**src/rtl/pig_pkg.sv**
```systemverilog
package pig_pkg;
   // channel indices; also the bit positions in status, mask and soft reset
   localparam int CH_RX  = 0;
   localparam int CH_TX  = 1;
   localparam int NUM_CH = 2;

   // channel-space addresses
   localparam logic [7:0] A_CFG_RX = 8'h4C;
   localparam logic [7:0] A_CFG_TX = 8'h54;
   localparam logic [7:0] A_FETCH  = 8'h58;
   localparam logic [7:0] A_SRST   = 8'h2C;
   // interrupt-space addresses
   localparam logic [7:0] A_MASK   = 8'h08;
   localparam logic [7:0] A_STAT   = 8'h0C;

   // field positions inside a configuration word
   localparam int CFG_EN_BIT  = 0;
   localparam int CFG_CNT_LSB = 8;
   localparam int FETCH_LSB   = 8;
   localparam int FETCH_W     = 16;
   localparam int BUS_W       = 32;

   function automatic logic [7:0] cfg_addr(input int ch);
      return (ch == CH_RX) ? A_CFG_RX : A_CFG_TX;
   endfunction
endpackage

```
**src/rtl/pig_chan_ctr.sv**
```systemverilog
module pig_chan_ctr #(
   parameter int CNT_W = 16
) (
   input  logic             clk,
   input  logic             rst_n,
   input  logic             restart,
   input  logic             enable,
   input  logic [CNT_W-1:0] period,
   input  logic             xfer,
   output logic             period_done
);
   logic [CNT_W-1:0] cnt_q;
   logic [CNT_W-1:0] cnt_inc;
   logic             counting;

   // a restart in the same cycle as a strobe wins: the strobe is dropped
   assign counting    = enable && xfer && (period != '0) && !restart;
   assign cnt_inc     = cnt_q + CNT_W'(1);
   assign period_done = counting && (cnt_inc == period);

   always_ff @(posedge clk or negedge rst_n) begin
      if (!rst_n) begin
         cnt_q <= '0;
      end else if (restart) begin
         cnt_q <= '0;
      end else if (counting) begin
         cnt_q <= period_done ? '0 : cnt_inc;
      end
   end
endmodule

```
**src/rtl/pig_status.sv**
```systemverilog
module pig_status #(
   parameter int NCH     = 2,
   parameter bit IRQ_REG = 1'b0
) (
   input  logic           clk,
   input  logic           rst_n,
   input  logic [NCH-1:0] set,
   input  logic [NCH-1:0] clr,
   input  logic [NCH-1:0] mask,
   output logic [NCH-1:0] status,
   output logic           irq
);
   logic [NCH-1:0] status_q;
   logic           irq_raw;

   always_ff @(posedge clk or negedge rst_n) begin
      if (!rst_n) begin
         status_q <= '0;
      end else begin
         // new events take priority over a simultaneous clear
         status_q <= (status_q & ~clr) | set;
      end
   end

   assign status  = status_q;
   assign irq_raw = |(status_q & mask);

   generate
      if (IRQ_REG) begin : g_irq_flop
         logic irq_q;
         always_ff @(posedge clk or negedge rst_n) begin
            if (!rst_n) irq_q <= 1'b0;
            else        irq_q <= irq_raw;
         end
         assign irq = irq_q;
      end else begin : g_irq_comb
         assign irq = irq_raw;
      end
   endgenerate
endmodule

```
**src/rtl/pig_regfile.sv**
```systemverilog
module pig_regfile
   import pig_pkg::*;
#(
   parameter int ADDR_W      = 8,
   parameter int CNT_W       = 16,
   parameter int NCH         = 2,
   parameter int FETCH_BYTES = 4
) (
   input  logic                      clk,
   input  logic                      rst_n,
   input  logic                      wr,
   input  logic                      sel_int,
   input  logic [ADDR_W-1:0]         addr,
   input  logic [BUS_W-1:0]          wdata,
   output logic [BUS_W-1:0]          rdata,
   input  logic [NCH-1:0]            status,
   output logic [NCH-1:0]            cfg_en,
   output logic [NCH-1:0][CNT_W-1:0] cfg_period,
   output logic [NCH-1:0]            restart,
   output logic [NCH-1:0]            stat_clr,
   output logic [NCH-1:0]            mask
);
   localparam logic [FETCH_W-1:0] FETCH_VAL = FETCH_W'(FETCH_BYTES);

   logic            wr_chan;
   logic            wr_int;
   logic            srst_hit;
   logic [NCH-1:0]  cfg_hit;
   logic [NCH-1:0]  mask_q;

   assign wr_chan  = wr && !sel_int;
   assign wr_int   = wr && sel_int;
   assign srst_hit = wr_chan && (addr == ADDR_W'(A_SRST));
   assign stat_clr = (wr_int && (addr == ADDR_W'(A_STAT))) ? wdata[NCH-1:0] : '0;

   generate
      for (genvar c = 0; c < NCH; c++) begin : g_cfg
         logic             en_q;
         logic [CNT_W-1:0] per_q;

         assign cfg_hit[c] = wr_chan && (addr == ADDR_W'(cfg_addr(c)));
         assign restart[c] = cfg_hit[c] || (srst_hit && wdata[c]);

         always_ff @(posedge clk or negedge rst_n) begin
            if (!rst_n) begin
               en_q  <= 1'b0;
               per_q <= '0;
            end else if (cfg_hit[c]) begin
               en_q  <= wdata[CFG_EN_BIT];
               per_q <= wdata[CFG_CNT_LSB +: CNT_W];
            end
         end

         assign cfg_en[c]     = en_q;
         assign cfg_period[c] = per_q;
      end
   endgenerate

   always_ff @(posedge clk or negedge rst_n) begin
      if (!rst_n) begin
         mask_q <= '0;
      end else if (wr_int && (addr == ADDR_W'(A_MASK))) begin
         mask_q <= wdata[NCH-1:0];
      end
   end
   assign mask = mask_q;

   always_comb begin
      rdata = '0;
      if (sel_int) begin
         if (addr == ADDR_W'(A_MASK)) rdata[NCH-1:0] = mask_q;
         if (addr == ADDR_W'(A_STAT)) rdata[NCH-1:0] = status;
      end else begin
         for (int c = 0; c < NCH; c++) begin
            if (addr == ADDR_W'(cfg_addr(c))) begin
               rdata[CFG_CNT_LSB +: CNT_W] = cfg_period[c];
               rdata[CFG_EN_BIT]           = cfg_en[c];
            end
         end
         if (addr == ADDR_W'(A_FETCH)) rdata[FETCH_LSB +: FETCH_W] = FETCH_VAL;
      end
   end
endmodule

```
**src/rtl/period_irq_gen.sv**
```systemverilog
module period_irq_gen
   import pig_pkg::*;
#(
   parameter int ADDR_W      = 8,
   parameter int CNT_W       = 16,
   parameter int FETCH_BYTES = 4,
   parameter bit IRQ_REG     = 1'b0
) (
   input  logic              clk,
   input  logic              rst_n,
   input  logic              rx_xfer,
   input  logic              tx_xfer,
   input  logic              bus_wr,
   input  logic              bus_irq_space,
   input  logic [ADDR_W-1:0] bus_addr,
   input  logic [31:0]       bus_wdata,
   output logic [31:0]       bus_rdata,
   output logic              irq
);
   localparam int NCH = NUM_CH;

   generate
      if (CNT_W < 1 || CFG_CNT_LSB + CNT_W > BUS_W) begin : g_bad_cnt
         $error("period_irq_gen: CNT_W must be 1..24");
      end
      if (ADDR_W < 8) begin : g_bad_addr
         $error("period_irq_gen: ADDR_W must be at least 8");
      end
      if (FETCH_BYTES < 0 || FETCH_BYTES >= (1 << FETCH_W)) begin : g_bad_fetch
         $error("period_irq_gen: FETCH_BYTES must fit 16 bits");
      end
   endgenerate

   logic [NCH-1:0]            xfer;
   logic [NCH-1:0]            evt;
   logic [NCH-1:0]            cfg_en;
   logic [NCH-1:0][CNT_W-1:0] cfg_period;
   logic [NCH-1:0]            restart;
   logic [NCH-1:0]            stat_clr;
   logic [NCH-1:0]            mask;
   logic [NCH-1:0]            status;

   assign xfer[CH_RX] = rx_xfer;
   assign xfer[CH_TX] = tx_xfer;

   pig_regfile #(
      .ADDR_W(ADDR_W), .CNT_W(CNT_W), .NCH(NCH), .FETCH_BYTES(FETCH_BYTES)
   ) u_regs (
      .clk(clk), .rst_n(rst_n), .wr(bus_wr), .sel_int(bus_irq_space),
      .addr(bus_addr), .wdata(bus_wdata), .rdata(bus_rdata),
      .status(status), .cfg_en(cfg_en), .cfg_period(cfg_period),
      .restart(restart), .stat_clr(stat_clr), .mask(mask)
   );

   generate
      for (genvar c = 0; c < NCH; c++) begin : g_ch
         pig_chan_ctr #(.CNT_W(CNT_W)) u_ctr (
            .clk(clk), .rst_n(rst_n), .restart(restart[c]),
            .enable(cfg_en[c]), .period(cfg_period[c]),
            .xfer(xfer[c]), .period_done(evt[c])
         );
      end
   endgenerate

   pig_status #(.NCH(NCH), .IRQ_REG(IRQ_REG)) u_stat (
      .clk(clk), .rst_n(rst_n), .set(evt), .clr(stat_clr),
      .mask(mask), .status(status), .irq(irq)
   );
endmodule

```
**config.mk**
```make
export PLATFORM = sky130hd
export DESIGN_NAME = period_irq_gen
export DESIGN_NICKNAME = d
export VERILOG_FILES = /design/src/rtl/pig_pkg.sv /design/src/rtl/pig_chan_ctr.sv /design/src/rtl/pig_status.sv /design/src/rtl/pig_regfile.sv /design/src/rtl/period_irq_gen.sv
export SDC_FILE = /design/constraint.sdc
export NUM_CORES = 1
export LEC_CHECK = 0
export ABC_AREA = 1
export BUFFER_PORTS_ARGS = -buffer_cell sky130_fd_sc_hd__buf_2
export CORE_ASPECT_RATIO = 1.4
export CORE_UTILIZATION = 25
export CTS_BUF_LIST = sky130_fd_sc_hd__clkbuf_4 sky130_fd_sc_hd__clkbuf_8
export DETAILED_ROUTE_END_ITERATION = 6
export PLACE_DENSITY = 0.4
export SLEW_MARGIN = 25
export SYNTH_ARGS = -nofsm -noshare
export SYNTH_HDL_FRONTEND = slang
export SYNTH_SLANG_ARGS = --single-unit
```
**constraint.sdc**
```tcl
create_clock -name clk -period 2.6 [get_ports clk]
set_clock_uncertainty 0.1 [all_clocks]
set_input_delay 0.13 -clock clk [delete_from_list [all_inputs] [get_ports clk]]
set_output_delay 0.13 -clock clk [all_outputs]
set_load 0.005 [all_outputs]
```
---- After elaboration in Yosys (flattened, before gate mapping) ----
Cells that the tools add are included.
word-level totals
  flip-flop bits (word level) ............. 70
  input bits .............................. 46
  output and inout port bits .............. 33
  logic and storage cells ................. 66
cells by class
  add/sub/neg operators ................... 2
  eq/ne operators ......................... 8
  muxes and demuxes ....................... 17
  bitwise gates (word level) .............. 4
  reduce and logical (&&, ||, !) cells .... 27
operators by type and width
  operator                 number
  $mux W16                 10
  $add A16 B1 Y16 const B  2
  $eq A16 B16 Y1           2
  $reduce_bool A16 Y1      2
  $eq A8 B7 Y1 const B     3
  $logic_and A1 B1 Y1      17
  $eq A8 B4 Y1 const B     2
  $eq A8 B6 Y1 const B     1
  $mux W2                  3
  $and A2 B2 Y2            2
  $mux W1                  4
  $reduce_bool A2 Y1       2
  $logic_not A1 Y1         3
  $logic_or A1 B1 Y1       2
  $not A2 Y2               1
  $or A2 B2 Y2             1
  $reduce_or A2 Y1         1

---- Depth between registers and ports, before layout ----
  depth in word-level cells ............... 11
  gate-level depth with buffers ........... 15
  mapped depth without buffers ............ 14

---- Cells and area by module ----
Synthesis repeated with hierarchy kept, for this count alone.
second synthesis, totals
  cells, all modules ...................... 852
  area, all modules ....................... 5522.8 um^2
by module, submodules not included
  module        times used  cells each  area each (um^2)  sequential area each (um^2)
  pig_chan_ctr  2           278         1656.6            400.4
  pig_regfile   1           283         2118.3            900.9
  pig_status    1           13          91.3              50.0

---- Worst setup path after synthesis ----
OpenSTA, ideal clock, no wires.
  path type ............................... register to register
  start ................................... register g_ch[0].u_ctr.cnt_q[0]
  end ..................................... register g_ch[0].u_ctr.cnt_q[10]
  setup time .............................. 117 ps
  data arrival time ....................... 1770 ps
  required time ........................... 2383 ps
  setup slack ............................. 613 ps
  cell stages (with the launch flop) ...... 14
  buffers on the path ..................... 1
  period minus slack after synthesis ...... 1987 ps
  path through ............................ dfrtp_1 ha_1 or2_2 nand3_1 nand2_1 nor2_1 nand2_1 nor2_1 nand2_1 nor2_2 nand3_4 buf_6 nand2_1 nand2_1
between the ends
  cells in the longest elaborated chain, start to end .. 6
RTL lines
  item                    line                text
  start, declared         pig_chan_ctr.sv:12  logic [CNT_W-1:0] cnt_q;
  start signal, assigned  pig_chan_ctr.sv:27  cnt_q <= period_done ? '0 : cnt_inc;
  $add A16 B1 Y16 *       pig_chan_ctr.sv:18  assign cnt_inc = cnt_q + CNT_W'(1);
  $eq A16 B16 Y1          pig_chan_ctr.sv:19  assign period_done = counting && (cnt_inc == period);
  $logic_and A1 B1 Y1     pig_chan_ctr.sv:19
  $mux W16 *              pig_chan_ctr.sv:27
  $mux W16 *              pig_chan_ctr.sv:26  end else if (counting) begin
  $mux W16 *              pig_chan_ctr.sv:24  end else if (restart) begin
Every way passes the cells marked *; elsewhere a longest branch is shown, timed or not. The select of a mux whose other input is x is not followed.
A chain may end at the register's enable or synchronous reset.

---- Worst setup path after layout ----
  start ................................... register g_ch[0].u_ctr.cnt_q[0]
  end ..................................... register g_ch[0].u_ctr.cnt_q[13]
The elaborated chain is that of the path after synthesis.

==> results.sh <==
export IMPL_maxCapViolCount=0
export IMPL_dr_pass1_iters=5
export IMPL_p_per_area_mw_per_mm2=406
export IMPL_cp_start_kind="flop"
export IMPL_clock_fmax_ghz=0.430
export IMPL_syn_inst=774
export IMPL_yosysTopAreaCellShare=0.360
export IMPL_htreeDepth=3
export IMPL_place_hpwl_mm=11.6
export IMPL_dpl_instance_area_mm2=0.00536
export IMPL_finalHoldViolCount=0
export IMPL_drc=0
export IMPL_insertion_delay_ns=0.37
export IMPL_fillers=2199
export IMPL_maxSlewHeadroom=0.520
export IMPL_numClockSinks=70
export IMPL_swShare=0.266
export IMPL_io_buffers=50
export IMPL_yosys_area_top_type="dfrtp_1"
export IMPL_sequentialPowerShare=0.498
export IMPL_cpMostUsedCell="nand2_1"
export IMPL_fin_util=0.301
export IMPL_synth_cell_type_count=36
export IMPL_cts_tree="built"
export IMPL_first_global_vias=4729
export IMPL_synth_edf_count=0
export IMPL_grt_pass1_wl_mm=24.3
export IMPL_setup_violations=0
export IMPL_final_setup_tns_ns=0
export IMPL_required_ns=2.76
export IMPL_core_mm2=0.0191
export IMPL_dp_cells=1063
export IMPL_final_nets=892
export IMPL_post_cts_buffers=0
export IMPL_ys_seq_area_frac=0.360
export IMPL_slew_violations=0
export IMPL_ctsRootBufferMaster="clkbuf_8"
export IMPL_antenna_cells=0
export IMPL_io_pin_count=79
export IMPL_grt_max_degree=71
export IMPL_ant_nets=0
export IMPL_layoutNonFillerInstCount=1097
export IMPL_clk_path_buf_depth=2
export IMPL_netlist_area_mm2=0.00486
export IMPL_grt_overflow=0
export IMPL_first_iter_violations=257
export IMPL_critPathKind="flop to flop"
export IMPL_rows=60
export IMPL_async_flop_share=1.00
export IMPL_seq_area_mm2=0.00175
export IMPL_critPathMaxStageDelay_ns=0.46
export IMPL_syn_avg_cell_area_um2=6.28
export IMPL_antenna_found_initial=0
export IMPL_synthTopCellsByArea="dfrtp_1 36%, nand2_1 23%, nor2_1 7.3%"
export IMPL_grtUsageTotal=0.159
export IMPL_worst_setup_path_end_kind="flop"
export IMPL_yosys_warnings=0
export IMPL_layout_drive_gt1_share=0.120
export IMPL_worstMarginPinSlew_ns=0.720
export IMPL_num_vias=4769
export IMPL_path_cells="ha_1, nand3_1, nor2_2, nand4_1, nand2_1, nor2_1, nor2_1, nand2_1, nor2_2, nand3_4, nand2_1, nand2_1"
export IMPL_areaGrowthSynthToFinish_pct=18.6
export IMPL_critPathMaxFanout=17
export IMPL_timing_final_ws_setup_ns=0.272
export IMPL_finalCritPeriodShare=0.895
export IMPL_p_int_mw=1.72
export IMPL_synth_common_cells="302 x nand2_1, 94 x nor2_1, 79 x inv_1, 70 x dfrtp_1, 56 x nand3_1"
export IMPL_dp_slack_ns=0.165
export IMPL_wl_per_cell_um=13.6
export IMPL_yosysMostFrequentCell="nand2_1"
export IMPL_clk_pin_slew_ns=0.08
export IMPL_cts_buffers=9
export IMPL_initial_core_util=0.254
export IMPL_multi_input_area_mm2=0.00267
export IMPL_peakVddDrop_uv=191
export IMPL_p_clk_frac=0.404
export IMPL_yosys_register_bits=70
export IMPL_rsz0062_at_grt="false"
export IMPL_die_w_um=120
export IMPL_leakagePower_nw=2.83
export IMPL_die_y_um=167
export IMPL_final_area_mm2=0.00576
export IMPL_total_power_mw=2.34
export IMPL_via_per_inst=4.35
export IMPL_fin_crit_ns=2.33
export IMPL_cpMaxStageDelayCell="dfrtp_1"
export IMPL_status="finished, final reports clean"
export IMPL_synth_ff_type="dfrtp_1"
export IMPL_switchingPower_uw=622
export IMPL_gp_congestion=0.804
export IMPL_die_area_mm2=0.0200
export IMPL_hp_class="input pin to flop"
export IMPL_drt_total_wl_mm=14.9
export IMPL_whs_ns=0.0408
export IMPL_crit_arrival_ns=2.49
export IMPL_comb_power_share=0.097
==> routing by layer <==
metal,wire length (um),part of all wire,track usage,vias to the layer above
li1,-,-,-,2531
met1,6170,0.41,0.174,2159
met2,8170,0.55,0.303,67
met3,401,0.027,0.0253,12
met4,204,0.014,0.0522,0
met5,0,0,0,-
==> worst max-delay path: cells and delay by family, from the launching register on <==
kind | cells | cell delay [ns]
simple gates | 11 | 1.44
fa+ha+maj | 1 | 0.23
flops | 1 | 0.46
==> cell type report <==
cell class                 instances  area share
tap                              248      0.0538
clock inverter                     4     0.00781
clock buffer                      12      0.0276
inverter                          84      0.0547
timing repair buffer              78      0.0888
multi-input combinational        601       0.463
sequential                        70       0.304
==> final timing paths <==
path                       cells past startpoint  slack [ns]               startpoint                        end
max                                           12        0.27   g_ch[0].u_ctr.cnt_q[0]    g_ch[0].u_ctr.cnt_q[13]
max in group asynchronous                      2        1.65                    rst_n  u_regs.g_cfg[0].per_q[13]
min in group asynchronous                      2        0.26                    rst_n     g_ch[0].u_ctr.cnt_q[3]
max reg2reg                                   12        0.27   g_ch[0].u_ctr.cnt_q[0]    g_ch[0].u_ctr.cnt_q[13]
min                                            3        0.04             bus_wdata[0]       u_regs.g_cfg[1].en_q
min reg2reg                                    2        0.42  g_ch[1].u_ctr.cnt_q[14]    g_ch[1].u_ctr.cnt_q[14]
==> power by group through the flow <==
| stage | sequential, mW | clock [mW] | combinational, mW |
|---|---|---|---|
| 2_1_floorplan | 1.17 | 0 | 0.134 |
| 3_3_place_gp | 1.19 | 0 | 0.211 |
| 3_5_place_dp | 1.19 | 0 | 0.211 |
| 4_1_cts | 1.17 | 0.987 | 0.233 |
| 5_1_grt | 1.17 | 1.04 | 0.267 |
| 6_report | 1.17 | 0.945 | 0.227 |
==> what timing repair did <==
action,4_1_cts,5_1_grt
setup endpoints to repair,0,27
hold buffers,18,0
hold endpoints to repair,103,0
resized for setup,0,4
==> placed cells by master, fill, tap and decap left out, types with 2 or more instances in the layout <==
| master | n |
|---|---|
| buf_2 | 49 |
| nand2_1 | 302 |
| buf_4 | 10 |
| dfrtp_1 | 70 |
| inv_2 | 4 |
| dlygate4sd3_1 | 18 |
| o21ai_0 | 55 |
| nor3_1 | 2 |
| clkbuf_8 | 11 |
| inv_1 | 79 |
| nor2_1 | 93 |
| clkinv_2 | 3 |
| nor2_2 | 10 |
| a211oi_1 | 2 |
| xor2_1 | 6 |
| a21oi_1 | 13 |
| nor2_4 | 3 |
| ha_1 | 2 |
| o21ai_1 | 8 |
| nand3_1 | 56 |
| xnor2_1 | 3 |
| conb_1 | 14 |
| o21bai_1 | 2 |
| nand2_2 | 4 |
| nand4_1 | 14 |
==> state kept, by name, summed over array words and instances (netlist names) <==
name / cells
g_ch.u_ctr.cnt_q: 32
u_regs.g_cfg.per_q: 32
u_stat.status: 2
u_regs.g_cfg.en_q: 2
u_regs.mask: 2
==> cells by family after synthesis <==
logic type                 share of synthesized area
xor gates and xnor gates                      0.0208
DFF                                            0.360
buffers and inverters                          0.104
other                                       0.000771
and+or+nand+nor                                0.418
adders and majority gates                    0.00515
AOI/OAI and AO/OA                             0.0916
(Power assumes the default switching activity.)
